--- config.mk ---
export PLATFORM = sky130hd
export DESIGN_NAME = fanbuf_top
export DESIGN_NICKNAME = d
export VERILOG_FILES = /design/src/rtl/fanbuf_pkg.sv /design/src/rtl/fanbuf_map.sv /design/src/rtl/fanbuf_gate.sv /design/src/rtl/fanbuf_oreg.sv /design/src/rtl/fanbuf_top.sv
export SDC_FILE = /design/constraint.sdc
export NUM_CORES = 1
export LEC_CHECK = 0
export ABC_AREA = 1
export BUFFER_PORTS_ARGS = -buffer_cell sky130_fd_sc_hd__buf_4
export CAP_MARGIN = 40
export CORE_MARGIN = 5
export CORE_UTILIZATION = 35
export DETAILED_ROUTE_END_ITERATION = 6
export PLACE_DENSITY = 0.56
export SLEW_MARGIN = 20
export SYNTH_ARGS = -nofsm -noshare
export SYNTH_HDL_FRONTEND = slang
export SYNTH_HIERARCHICAL = 1
export SYNTH_SLANG_ARGS = --single-unit
--- constraint.sdc ---
create_clock -name clk_i -period 0.8 [get_ports clk_i]
set_input_delay 0.2 -clock clk_i [delete_from_list [all_inputs] [get_ports clk_i]]
set_output_delay 0.2 -clock clk_i [all_outputs]
set_load 0.1 [all_outputs]
--- src/rtl/fanbuf_pkg.sv ---
package fanbuf_pkg;
  typedef enum logic [1:0] {
    MODE_WIDE  = 2'd0,
    MODE_DUP_A = 2'd1,
    MODE_DUP_B = 2'd2
  } fan_mode_e;

  function automatic fan_mode_e decode_mode(input logic dup, input logic alt);
    if (!dup)    return MODE_WIDE;
    else if (alt) return MODE_DUP_B;
    else          return MODE_DUP_A;
  endfunction
endpackage

--- src/rtl/fanbuf_map.sv ---
module fanbuf_map
  import fanbuf_pkg::*;
#(
  parameter int WIDE_W   = 25,
  parameter int NARROW_W = 14,
  parameter int OUT_W    = 28
) (
  input  fan_mode_e         mode_i,
  input  logic [WIDE_W-1:0] d_i,
  output logic [OUT_W-1:0]  q_o
);
  always_comb begin
    q_o = '0;
    unique case (mode_i)
      MODE_WIDE: begin
        for (int i = 0; i < WIDE_W; i++) q_o[i] = d_i[i];
      end
      MODE_DUP_A: begin
        for (int i = 0; i < NARROW_W; i++) begin
          q_o[i]          = d_i[i];
          q_o[NARROW_W+i] = d_i[i];
        end
      end
      MODE_DUP_B: begin
        for (int i = 0; i < NARROW_W; i++) begin
          q_o[2*i]   = d_i[i];
          q_o[2*i+1] = d_i[i];
        end
      end
      default: q_o = '0;
    endcase
  end
endmodule

--- src/rtl/fanbuf_gate.sv ---
module fanbuf_gate (
  input  logic cs0_ni,
  input  logic cs1_ni,
  output logic upd_o
);
  // freeze only when both selects are deasserted
  assign upd_o = ~(cs0_ni & cs1_ni);
endmodule

--- src/rtl/fanbuf_oreg.sv ---
module fanbuf_oreg #(
  parameter int W = 28
) (
  input  logic         clk_i,
  input  logic         rst_ni,
  input  logic         en_i,
  input  logic [W-1:0] d_i,
  output logic [W-1:0] q_o
);
  always_ff @(posedge clk_i or negedge rst_ni) begin
    if (!rst_ni)   q_o <= '0;
    else if (en_i) q_o <= d_i;
  end

  a_r5_hold_when_gated: assert property (@(posedge clk_i) disable iff (!rst_ni)
    !en_i |=> $stable(q_o));
  a_r6_load_when_open: assert property (@(posedge clk_i) disable iff (!rst_ni)
    en_i |=> q_o == $past(d_i));
endmodule

--- src/rtl/fanbuf_top.sv ---
module fanbuf_top
  import fanbuf_pkg::*;
#(
  parameter int WIDE_W   = 25,
  parameter int NARROW_W = 14,
  localparam int OUT_W   = (2*NARROW_W > WIDE_W) ? 2*NARROW_W : WIDE_W
) (
  input  logic              clk_i,
  input  logic              rst_ni,
  input  logic              cfg_dup_i,
  input  logic              cfg_alt_i,
  input  logic              cs0_ni,
  input  logic              cs1_ni,
  input  logic [WIDE_W-1:0] d_i,
  output logic [OUT_W-1:0]  q_o
);
  fan_mode_e        mode;
  logic [OUT_W-1:0] mapped;
  logic             upd;

  assign mode = decode_mode(cfg_dup_i, cfg_alt_i);

  fanbuf_map #(.WIDE_W(WIDE_W), .NARROW_W(NARROW_W), .OUT_W(OUT_W)) u_map (
    .mode_i(mode), .d_i(d_i), .q_o(mapped)
  );

  fanbuf_gate u_gate (.cs0_ni(cs0_ni), .cs1_ni(cs1_ni), .upd_o(upd));

  fanbuf_oreg #(.W(OUT_W)) u_oreg (
    .clk_i(clk_i), .rst_ni(rst_ni), .en_i(upd), .d_i(mapped), .q_o(q_o)
  );

  if (OUT_W > WIDE_W) begin : g_gap_chk
    a_r2_upper_low: assert property (@(posedge clk_i) disable iff (!rst_ni)
      !cfg_dup_i |-> q_o[OUT_W-1:WIDE_W] == '0);
  end

  a_r3_layout_a_copy: assert property (@(posedge clk_i) disable iff (!rst_ni)
    (cfg_dup_i && !cfg_alt_i) |-> q_o[NARROW_W-1:0] == q_o[2*NARROW_W-1:NARROW_W]);

  for (genvar g = 0; g < NARROW_W; g++) begin : g_pair_chk
    a_r4_layout_b_pair: assert property (@(posedge clk_i) disable iff (!rst_ni)
      (cfg_dup_i && cfg_alt_i) |-> q_o[2*g] == q_o[2*g+1]);
  end

  a_r9_upper_ignored: assert property (@(posedge clk_i) disable iff (!rst_ni)
    (cfg_dup_i && upd && $stable(d_i[NARROW_W-1:0]) && $past(upd)) |=> $stable(q_o));
endmodule

==> results of run 1 <==
## cell usage in the layout (no fill, tap or decap), drive strengths merged
cell,netlist,final
nand3,24,24
nand2,161,161
clkbuf,0,4
nor2,2,2
ha,4,4
dfrtp,28,28
clkinv,1,1
a21oi,4,4
dlygate4sd3,0,1
buf,11,78
inv,30,30
o21ai,1,1
## layout make-up
type	instances	area, um2	area share
multi-input combinational	196	1340	0.3778
tap	67	83.83	0.02363
sequential	28	805.8	0.2272
clock buffer	4	55.05	0.01552
inverter	31	136.4	0.03845
timing repair buffer	79	1126	0.3175
## kinds of logic (layout without fill, tap and decap cells)
family	after synthesis	count (layout)	share of synthesized area
AO/OA/AOI/OAI	5	5	0.01436
adder cells (fa/ha/maj)	4	4	0.02872
buffers and inverters	42	114	0.1335
flip-flops	28	28	0.4020
AND/OR/NAND/NOR	187	187	0.4214
## power by group
part	switching [mW]	internal [mW]
Clock	0.457	0.441
Sequential	0.182	1.68
Combinational	2.00	1.20
## cells in the mapped netlist (all sizes together)
cell    number  area [um2]
dfrtp       28       700.7
nor2         2       10.01
nand2      161       604.3
o21ai        1       5.000
nand3       24       120.1
ha           4       50.05
inv         30       112.6
buf         11       116.4
a21oi        4       20.02
clkinv       1       3.750
## repair_timing
action	CTS	global route
endpoints found under the hold margin	28	0
endpoints found under the setup margin	56	56
pin swaps	65	53
buffers inserted	10	2
resized for setup	193	27
cloned	2	0
hold buffers	1	0
## layer usage
layer / wire [um] / part of all wire / track usage / vias up
met4: 99 / 0.016 / 0.07432 / 0
met3: 298 / 0.048 / 0.02354 / 10
li1: - / - / - / 944
met1: 2645 / 0.42 / 0.2555 / 924
met2: 3188 / 0.51 / 0.3742 / 59
met5: 0 / 0 / 0 / -
## worst paths after layout
path / cells past startpoint / slack, ns / to
worst max-delay path: 1 / -0.37 / q_o[12]
worst min-delay path: 5 / 0.29 / u_oreg/q_o[0]$_DFFE_PN0P_
worst max register to register: 3 / -0.06 / u_oreg/q_o[24]$_DFFE_PN0P_
worst min register to register: 2 / 0.57 / u_oreg/q_o[10]$_DFFE_PN0P_
max in group asynchronous: 2 / 0.10 / u_oreg/q_o[17]$_DFFE_PN0P_
min in group asynchronous: 2 / 0.38 / u_oreg/q_o[25]$_DFFE_PN0P_
## worst register-to-register path, cell delays in order, from the launching register on
cell and delay (ns):
dfrtp_4 0.50, buf_4 0.14, nand2_1 0.06, nand2_1 0.06
## through the flow
| stage | setup WS (ns) | area [um2] | TNS [ns] | hold WS, ns | cells |
|---|---|---|---|---|---|
| 6_report | -0.3658 | 3547 | -16.22 | 0.2852 | 405 |
| 5_1_grt | -0.3909 | 3547 | -18.60 | 0.3122 | 405 |
| 4_1_cts | -0.3691 | 3443 | -15.36 | 0.2703 | 403 |
| 3_5_place_dp | -0.6049 | 2465 | -17.81 | 0.1463 | 386 |
| 3_3_place_gp | -0.5888 | 2465 | -17.23 | 0.1541 | 386 |
| 2_1_floorplan | -0.3532 | 1996 | -8.985 | -0.09557 | 266 |
==> reports/metrics.yaml, run 1 <==
outcome:
  status: "finished, violations left"
  failed_checks: "negative setup slack"
critical_path:
  endpoint_kind: "primary output"
  required_ns: 0.60
  crit_family: "flip-flops"
  arrival_ns: 0.97
  worstReg2RegStart: "u_oreg/q_o[24]$_DFFE_PN0P_"
  cp_slowest_cell: "dfrtp_4"
  crit_start: "u_oreg/q_o[12]$_DFFE_PN0P_"
  worst_setup_path_start_kind: "flip-flop"
  path_buf_inv: 1
  worstPathCellList: "buf_12"
  cpPeakStageDelay_ns: 0.51
  crit_type: "reg -> out"
  crit_fanout: 2
power:
  max-vdd-ir-drop_uv: 899.2
  leakage_nw: 1.954
  powerDensity_mw_per_mm2: 1682
  power_mw: 5.965
global_route:
  track_usage: 0.2087
  grt_start_max_net_pins: 29
  grt_pass1_vias: 2114
  grt_pass1_wl_um: 10340
  overflow: 0
  antenna_found_initial: 0
clock_tree:
  cts-root-buf: "clkbuf_8"
  numCtsBuffers: 3
  clock_latency_ns: 0.27
  clock_path_buffers: 2
  clock_sinks: 28
  htree_num_levels: 1
  clk_pin_slew_ns: 0.10
  cts_tree: "yes"
flow_run:
  maxCapViolations: 0
worst_hold_path:
  hp-start: "d_i[0]"
  min_path_type: "in -> reg"
logic_synthesis:
  ys_warn_count: 6
  avgSynthCellArea_um2: 6.552
  syn_area_mm2: 0.001743
  synth_nets: 301
  seq_area_frac_synth: 0.4020
  yosys_register_bits: 28
  yosysUniqueCellTypes: 13
  netlist_instances: 266
route:
  routed_wl_um: 6231
  vias: 1937
  firstDrtPassIters: 4
  drc: 0
  ant_nets: 0
  routedWlPerCell_um: 15.39
  drt_iter0_markers: 135
  vias_per_cell: 4.783
layout:
  largest-register: "u_oreg/q_o"
  fillCellCount: 340
  largest_reg_flops: 28
  n_antenna_cell: 0
  utilization: 0.7412
  areaGrowthSynthToFinish_pct: 103.5
  drive_above_1_share: 0.6124
  nets: 374
  top_regs: "u_oreg/q_o (28)"
sta:
  maxSlewViolCount: 0
  finalSetupViolCount: 56
  rsz0062_at_grt: "yes"
  fin_crit_ns: 1.166
  finClkSkew_ns: 0
  worst_slack_ns: -0.3658
  final-hold-violation-count: 0
  period_share: 1.457
  fmax_mhz: 857.8
  tightest_slew_ns: 0.4870
  relSlewSlack: 0.6748
die:
  die_area_mm2: 0.006491
  io_pins: 59
  start_util: 0.3642
  die_y_um: 80.57
  coreArea_mm2: 0.004786
  die_w_um: 80.57
  fp-row-count: 25
place:
  io_buffers: 58
  place.gp.congestion: 0.8192
  hpwl_um: 3816
No activity file was read; power rests on OpenSTA's default activity.
==> run 2: changes to the inputs <==
Settings changed: PLACE_DENSITY 0.56 to 0.58.
Clock period 0.8 ns to 1.07 ns, I/O delays scaled along.
==> run 2 against run 1 <==
Net effect: the run still ends with negative setup slack left; highest routed layer unchanged; critical path type is now in -> reg; power fell by 30%; global-route usage fell by 4.6 points; cell count fell by 0.49%; first-iteration DRC count fell by 29%; clock power fell by 37%; combinational power fell by 29%; sequential share of layout area fell by 0.12 points; sequential power fell by 28%; non-clock buffer count fell by 1; core utilization fell by 6.1 points.
==> reports/metrics.yaml, run 2 (synthesis results as in run 1) <==
sta:
  fin_crit_ns: 1.181
  period_share: 1.104
  rsz0062_at_grt: "yes"
  worst_slack_ns: -0.1109  # +0.2549 ns
  relSlewSlack: 0.6549  # -0.01998
  finalSetupViolCount: 53  # -5.4%
  maxSlewViolCount: 0  # unchanged
  fmax_mhz: 846.8
  final-hold-violation-count: 0  # unchanged
  tightest_slew_ns: 0.5170  # +0.02992 ns
  finClkSkew_ns: 0  # unchanged
critical_path:
  endpoint_kind: "flip-flop"
  reg2reg_slack_ns: 0.31  # +0.37 ns
  cp_slowest_cell: "ha_4"
  worstPathCellList: "buf_12 > inv_8 > nor2_4 > inv_2 > ha_4 > buf_8 > nand2_4 > nand3_2 > nand2_1 > inv_1 > nand2_2 > nand2_1"
  crit_type: "in -> reg"
  path_buf_inv: 5  # +4
  arrival_ns: 1.35  # +0.38 ns
  crit_start: "cfg_dup_i"
  cp.depth: 12  # +11
  required_ns: 1.24  # +0.64 ns
  worst_setup_path_start_kind: "primary input"
  cpMostUsedCell: "nand2_1"
  worstReg2RegStart: "u_oreg/q_o[14]$_DFFE_PN0P_"
  cpPeakStageDelay_ns: 0.21  # -0.30 ns
  r2r_cells: 3  # unchanged
  crit_path_end: "u_oreg/q_o[11]$_DFFE_PN0P_"
  crit_fanout: 6  # +4
  crit_family: "simple AND/OR/NAND/NOR gates"
  r2r_end: "u_oreg/q_o[14]$_DFFE_PN0P_"
flow_run:
  maxCapViolations: 0  # unchanged
global_route:
  grt_start_max_net_pins: 29  # unchanged
  track_usage: 0.1627  # -0.04596
  met3_usage: 0.02130  # -0.002242
  overflow: 0  # unchanged
  met2_usage: 0.2897  # -0.08444
  antenna_found_initial: 0  # unchanged
  grt.busiest_layer: "met2"
  grt_pass1_wl_um: 8197  # -21%
  grtUsageMet1: 0.2062  # -0.04931
  grt_pass1_vias: 1776  # -16%
outcome:
  failed_checks: "negative setup slack"
  status: "finished, violations left"
route:
  vias_per_cell: 4.655  # -2.7%
  vias: 1876  # -3.1%
  routedWlPerCell_um: 14.21  # -7.6%
  ant_nets: 0  # unchanged
  routed_wl_um: 5728  # -8.1%
  firstDrtPassIters: 4  # unchanged
  drc: 0  # unchanged
  drt_iter0_markers: 96  # -29%
die:
  fp-row-count: 25  # unchanged
  die_y_um: 80.57  # unchanged
  die_area_mm2: 0.006491  # unchanged
  die_w_um: 80.57  # unchanged
  io_pins: 59  # unchanged
  coreArea_mm2: 0.004786  # unchanged
  start_util: 0.3642  # unchanged
place:
  place.gp.congestion: 0.7982  # -2.6%
  io_buffers: 58  # unchanged
  post-place-ws_ns: -0.3794  # +0.2255 ns
  dpl-instance-area_mm2: 0.002382  # -3.4%
  dp_cells: 386  # unchanged
  hpwl_um: 3625  # -5.0%
clock_tree:
  clock_path_buffers: 2  # unchanged
  numCtsBuffers: 3  # unchanged
  cts_tree: "yes"
  htree_num_levels: 1  # unchanged
  clk_pin_slew_ns: 0.09  # about the same
  cts-root-buf: "clkbuf_8"
  clock_latency_ns: 0.27  # about the same
  clock_sinks: 28  # unchanged
layout:
  n_antenna_cell: 0  # unchanged
  drive_above_1_share: 0.6220  # +0.009598
  final_cell_count_no_fill: 403  # -0.49%
  largest_reg_flops: 28  # unchanged
  final_cell_area_mm2: 0.003256  # -8.2%
  nets: 373  # -0.27%
  areaGrowthSynthToFinish_pct: 86.79
  final_common_cell: "nand2_1"
  top_regs: "u_oreg/q_o (28)"
  final_cell_mix: "nand2_1, buf_4, nand2_2, dfrtp_2, buf_12"
  utilization: 0.6803  # -0.06091
  largest-register: "u_oreg/q_o"
power:
  power_mw: 4.167  # -30%
  leakage_nw: 1.821  # -6.8%
  powerDensity_mw_per_mm2: 1280  # -24%
  max-vdd-ir-drop_uv: 790.2  # -12%
worst_hold_path:
  min_path_type: "in -> reg"
  hp-start: "d_i[0]"
[run 2: worst min-delay path, delay by kind of cell]
family	cells	cell delay, ns
AOI/OAI and AO/OA	1	0.03
buffers and inverters	1	0.12
and+or+nand+nor	3	0.17
[run 2: cell type report]
| class | count | area, um2 |
|---|---|---|
| fill | 401 | 1530 |
| multi-input combinational | 196 | 1260 |
| timing repair buffer | 78 | 1002 |
| sequential | 28 | 735.7 |
| inverter | 31 | 132.6 |
| tap | 67 | 83.83 |
| clock buffer | 3 | 41.29 |
[run 2: worst min-delay path by stage]
stage                                            end  slack [ns]  cells after the start
after floorplan            u_oreg/q_o[0]$_DFFE_PN0P_       -0.03                      0
after global placement    u_oreg/q_o[25]$_DFFE_PN0P_        0.22                      1
after detailed placement  u_oreg/q_o[25]$_DFFE_PN0P_        0.22                      1
after CTS                  u_oreg/q_o[0]$_DFFE_PN0P_        0.32                      5
after global routing      u_oreg/q_o[16]$_DFFE_PN0P_        0.38                      7
final                      u_oreg/q_o[0]$_DFFE_PN0P_        0.35                      5
[run 2: power by group]
group          total [mW]  internal, mW  switching (mW)
registers            1.33          1.20           0.128
clock network       0.570         0.253           0.317
logic                2.27         0.813            1.45
[run 2: routing by layer]
layer  routed length [um]  vias to the layer above
li1                     -                      938
met1                 2426                      878
met2                 2927                       54
met3                  298                        6
met4                   76                        0
met5                    0                        -
[run 2: per-stage QoR]
step	hold WS [ns]	setup TNS, ns
final	0.3524	-3.494
after detailed placement	0.2183	-9.338
after global placement	0.2183	-8.846
after global routing	0.3762	-5.848
after floorplan	-0.02809	-3.428
after CTS	0.3200	-2.532
[run 2: repair_timing]
item / in CTS / in global routing
cloned: 0 / 1
hold buffers: 1 / 0
pin swaps: 3 / 63
buffers inserted: 2 / 10
resized for setup: 59 / 133
setup endpoints to repair: 53 / 55
hold endpoints to repair: 28 / 0
==> run 3: changes to the inputs <==
==> constraint.sdc (replaced) <==
create_clock -name clk_i -period 1.07 [get_ports clk_i]
set_input_delay 0.2675 -clock clk_i [delete_from_list [all_inputs] [get_ports clk_i]]
set_output_delay 0.2675 -clock clk_i [all_outputs]
set_load 0.005 [all_outputs]
==> run 3 against run 2 <==
Net effect: via count shrank 2.3%; largest cell class unchanged; sequential power shrank 5%; global-route usage shrank 0.71 points; the flow still finishes with violations (negative setup slack); fmax grew 8.1%; wire length shrank 9.8%; clock skew is the same; critical path type unchanged; critical path depth is the same.
==> reports/metrics.yaml, run 3 (synthesis results as in run 1) <==
outcome:
  status: "finished, violations left"
  failed_checks: "negative setup slack"
sta:
  relSlewSlack: 0.6844  # +0.02957
  finalSetupViolCount: 11  # -79%
  period_share: 1.021  # -0.08230
  tightest_slew_ns: 0.4727  # -0.04429 ns
  finClkSkew_ns: 0  # unchanged
  fin_hold_ws_ns: 0.3533  # +0.0009740 ns
  fin_crit_ns: 1.093  # -0.08806 ns
  rsz0062_at_grt: "yes"
  worst_slack_ns: -0.02280  # +0.08806 ns
  maxSlewViolCount: 0  # unchanged
  final-hold-violation-count: 0  # unchanged
  fmax_mhz: 915.1  # +8.1%
clock_tree:
  clk_pin_slew_ns: 0.10  # about the same
  clock_sinks: 28  # unchanged
  numCtsBuffers: 3  # unchanged
  cts_tree: "yes"
  htree_num_levels: 1  # unchanged
  cts-root-buf: "clkbuf_8"
  clock_latency_ns: 0.27  # about the same
  clock_path_buffers: 2  # unchanged
layout:
  top_regs: "u_oreg/q_o (28)"
  n_antenna_cell: 0  # unchanged
  drive_above_1_share: 0.4384  # -0.1836
  nets: 385  # +3.2%
  final_common_cell: "nand2_1"
  largest_reg_flops: 28  # unchanged
  largest-register: "u_oreg/q_o"
  final_cell_mix: "nand2_1, buf_4, buf_6, dfrtp_1, inv_1"
  areaGrowthSynthToFinish_pct: 70.93
  final_cell_count_no_fill: 416  # +3.2%
critical_path:
  crit_fanout: 6  # unchanged
  worst_setup_path_start_kind: "primary input"
  cpMostUsedCell: "nand2_1"
  worstPathCellList: "buf_12 > inv_8 > nor2_4 > buf_4 > ha_4 > buf_12 > nand2_2 > nand3_2 > nand2_1 > inv_1 > nand2_1 > nand2_1"
  cp_slowest_cell: "ha_4"
  reg2reg_slack_ns: 0.21  # -0.10 ns
  cpPeakStageDelay_ns: 0.17  # -0.04 ns
  r2r_cells: 4  # +1
  path_buf_inv: 5  # unchanged
  crit_type: "in -> reg"
  required_ns: 1.25  # about the same
  endpoint_kind: "flip-flop"
  crit_family: "buffers and inverters"
  worstReg2RegStart: "u_oreg/q_o[23]$_DFFE_PN0P_"
  r2r_end: "u_oreg/q_o[23]$_DFFE_PN0P_"
  arrival_ns: 1.27  # -0.08 ns
power:
  powerDensity_mw_per_mm2: 1081  # -16%
  max-vdd-ir-drop_uv: 778.3  # -1.5%
  leakage_nw: 1.813  # -0.43%
die:
  die_area_mm2: 0.006491  # unchanged
  start_util: 0.3642  # unchanged
  coreArea_mm2: 0.004786  # unchanged
  die_y_um: 80.57  # unchanged
  die_w_um: 80.57  # unchanged
  fp-row-count: 25  # unchanged
  io_pins: 59  # unchanged
worst_hold_path:
  min_path_type: "in -> reg"
  hold_depth: 7  # +2
  timing.hold.worst_endpoint: "u_oreg/q_o[19]$_DFFE_PN0P_"
  hp-start: "d_i[19]"
route:
  drc: 0  # unchanged
  vias: 1833  # -2.3%
  vias_per_cell: 4.406  # -5.3%
  drt_iter0_markers: 81  # -16%
  routed_wl_um: 5165  # -9.8%
  firstDrtPassIters: 5  # +1
  routedWlPerCell_um: 12.42  # -13%
  ant_nets: 0  # unchanged
place:
  place.gp.congestion: 0.8066  # +1.1%
  hpwl_um: 3514  # -3.1%
  post-place-ws_ns: -0.3626  # +0.01688 ns
  dp_cells: 385  # -0.26%
  io_buffers: 58  # unchanged
global_route:
  antenna_found_initial: 0  # unchanged
  track_usage: 0.1556  # -0.007064
  grt.busiest_layer: "met2"
  grt_start_max_net_pins: 29  # unchanged
  grtUsageMet1: 0.2166  # +0.01038
  grt_pass1_vias: 1730  # -2.6%
  met3_usage: 0.03027  # +0.008969
  overflow: 0  # unchanged
  met2_usage: 0.2483  # -0.04139
  grt_pass1_wl_um: 8045  # -1.9%
flow_run:
  maxCapViolations: 0  # unchanged
## run 3: layout make-up
cell class	instances	area [um2]
Timing Repair Buffer	90	882.1
Clock buffer	3	41.29
Sequential cell	28	700.7
Fill cell	449	1807
Tap cell	67	83.83
Inverter	31	133.9
Multi-Input combinational cell	196	1107
Clock inverter	1	30.03
## run 3: how the worst max path moves through the flow
stage | from | endpoint | slack [ns] | cells after the start
detailed placement | cfg_dup_i | u_oreg/q_o[5]$_DFFE_PN0P_ | -0.36 | 11
global route | cfg_alt_i | u_oreg/q_o[9]$_DFFE_PN0P_ | -0.08 | 11
finish | cfg_dup_i | u_oreg/q_o[5]$_DFFE_PN0P_ | -0.02 | 12
CTS | u_oreg/q_o[26]$_DFFE_PN0P_ | q_o[26] | -0.04 | 1
floorplan | cfg_dup_i | u_oreg/q_o[24]$_DFFE_PN0P_ | -0.15 | 11
global placement | cfg_dup_i | u_oreg/q_o[5]$_DFFE_PN0P_ | -0.35 | 11
## run 3: worst reg2reg max path: stages (launching register included)
cell,delay (ns)
dfrtp_1,0.40
buf_4,0.14
buf_4,0.12
nand2_1,0.05
nand2_1,0.05
## run 3: through the flow
step                      TNS (ns)    util  instance area [um2]  power, mW
after global placement      -8.791  0.4986                 2386      2.085
after CTS                  -0.3407  0.5665                 2711      3.133
after floorplan             -3.325       -                 1942      1.705
after global routing        -2.261  0.6225                 2979      3.452
after detailed placement    -9.066  0.4986                 2386      2.087
final                     -0.09956  0.6225                 2979      3.221
## run 3: timing repair
action                                 in CTS  in global routing
cloned                                      0                  1
setup endpoints to repair                  54                 55
hold buffers                                1                  0
endpoints found under the hold margin      28                  0
resized for setup                          41                 34
buffers inserted                           12                 13
pin swaps                                   3                  6
## run 3: layer usage
layer,up-vias,share of wire,wire (um)
li1,955,-,-
met1,828,0.46,2359
met2,44,0.48,2471
met3,6,0.058,299
met4,0,0.0070,36
met5,-,0,0
## run 3: power by group
group | switching, mW | internal [mW] | leakage (nW)
clock network | 0.342 | 0.501 | 0.0357
registers | 0.0872 | 1.18 | 0.352
logic | 0.489 | 0.623 | 1.43
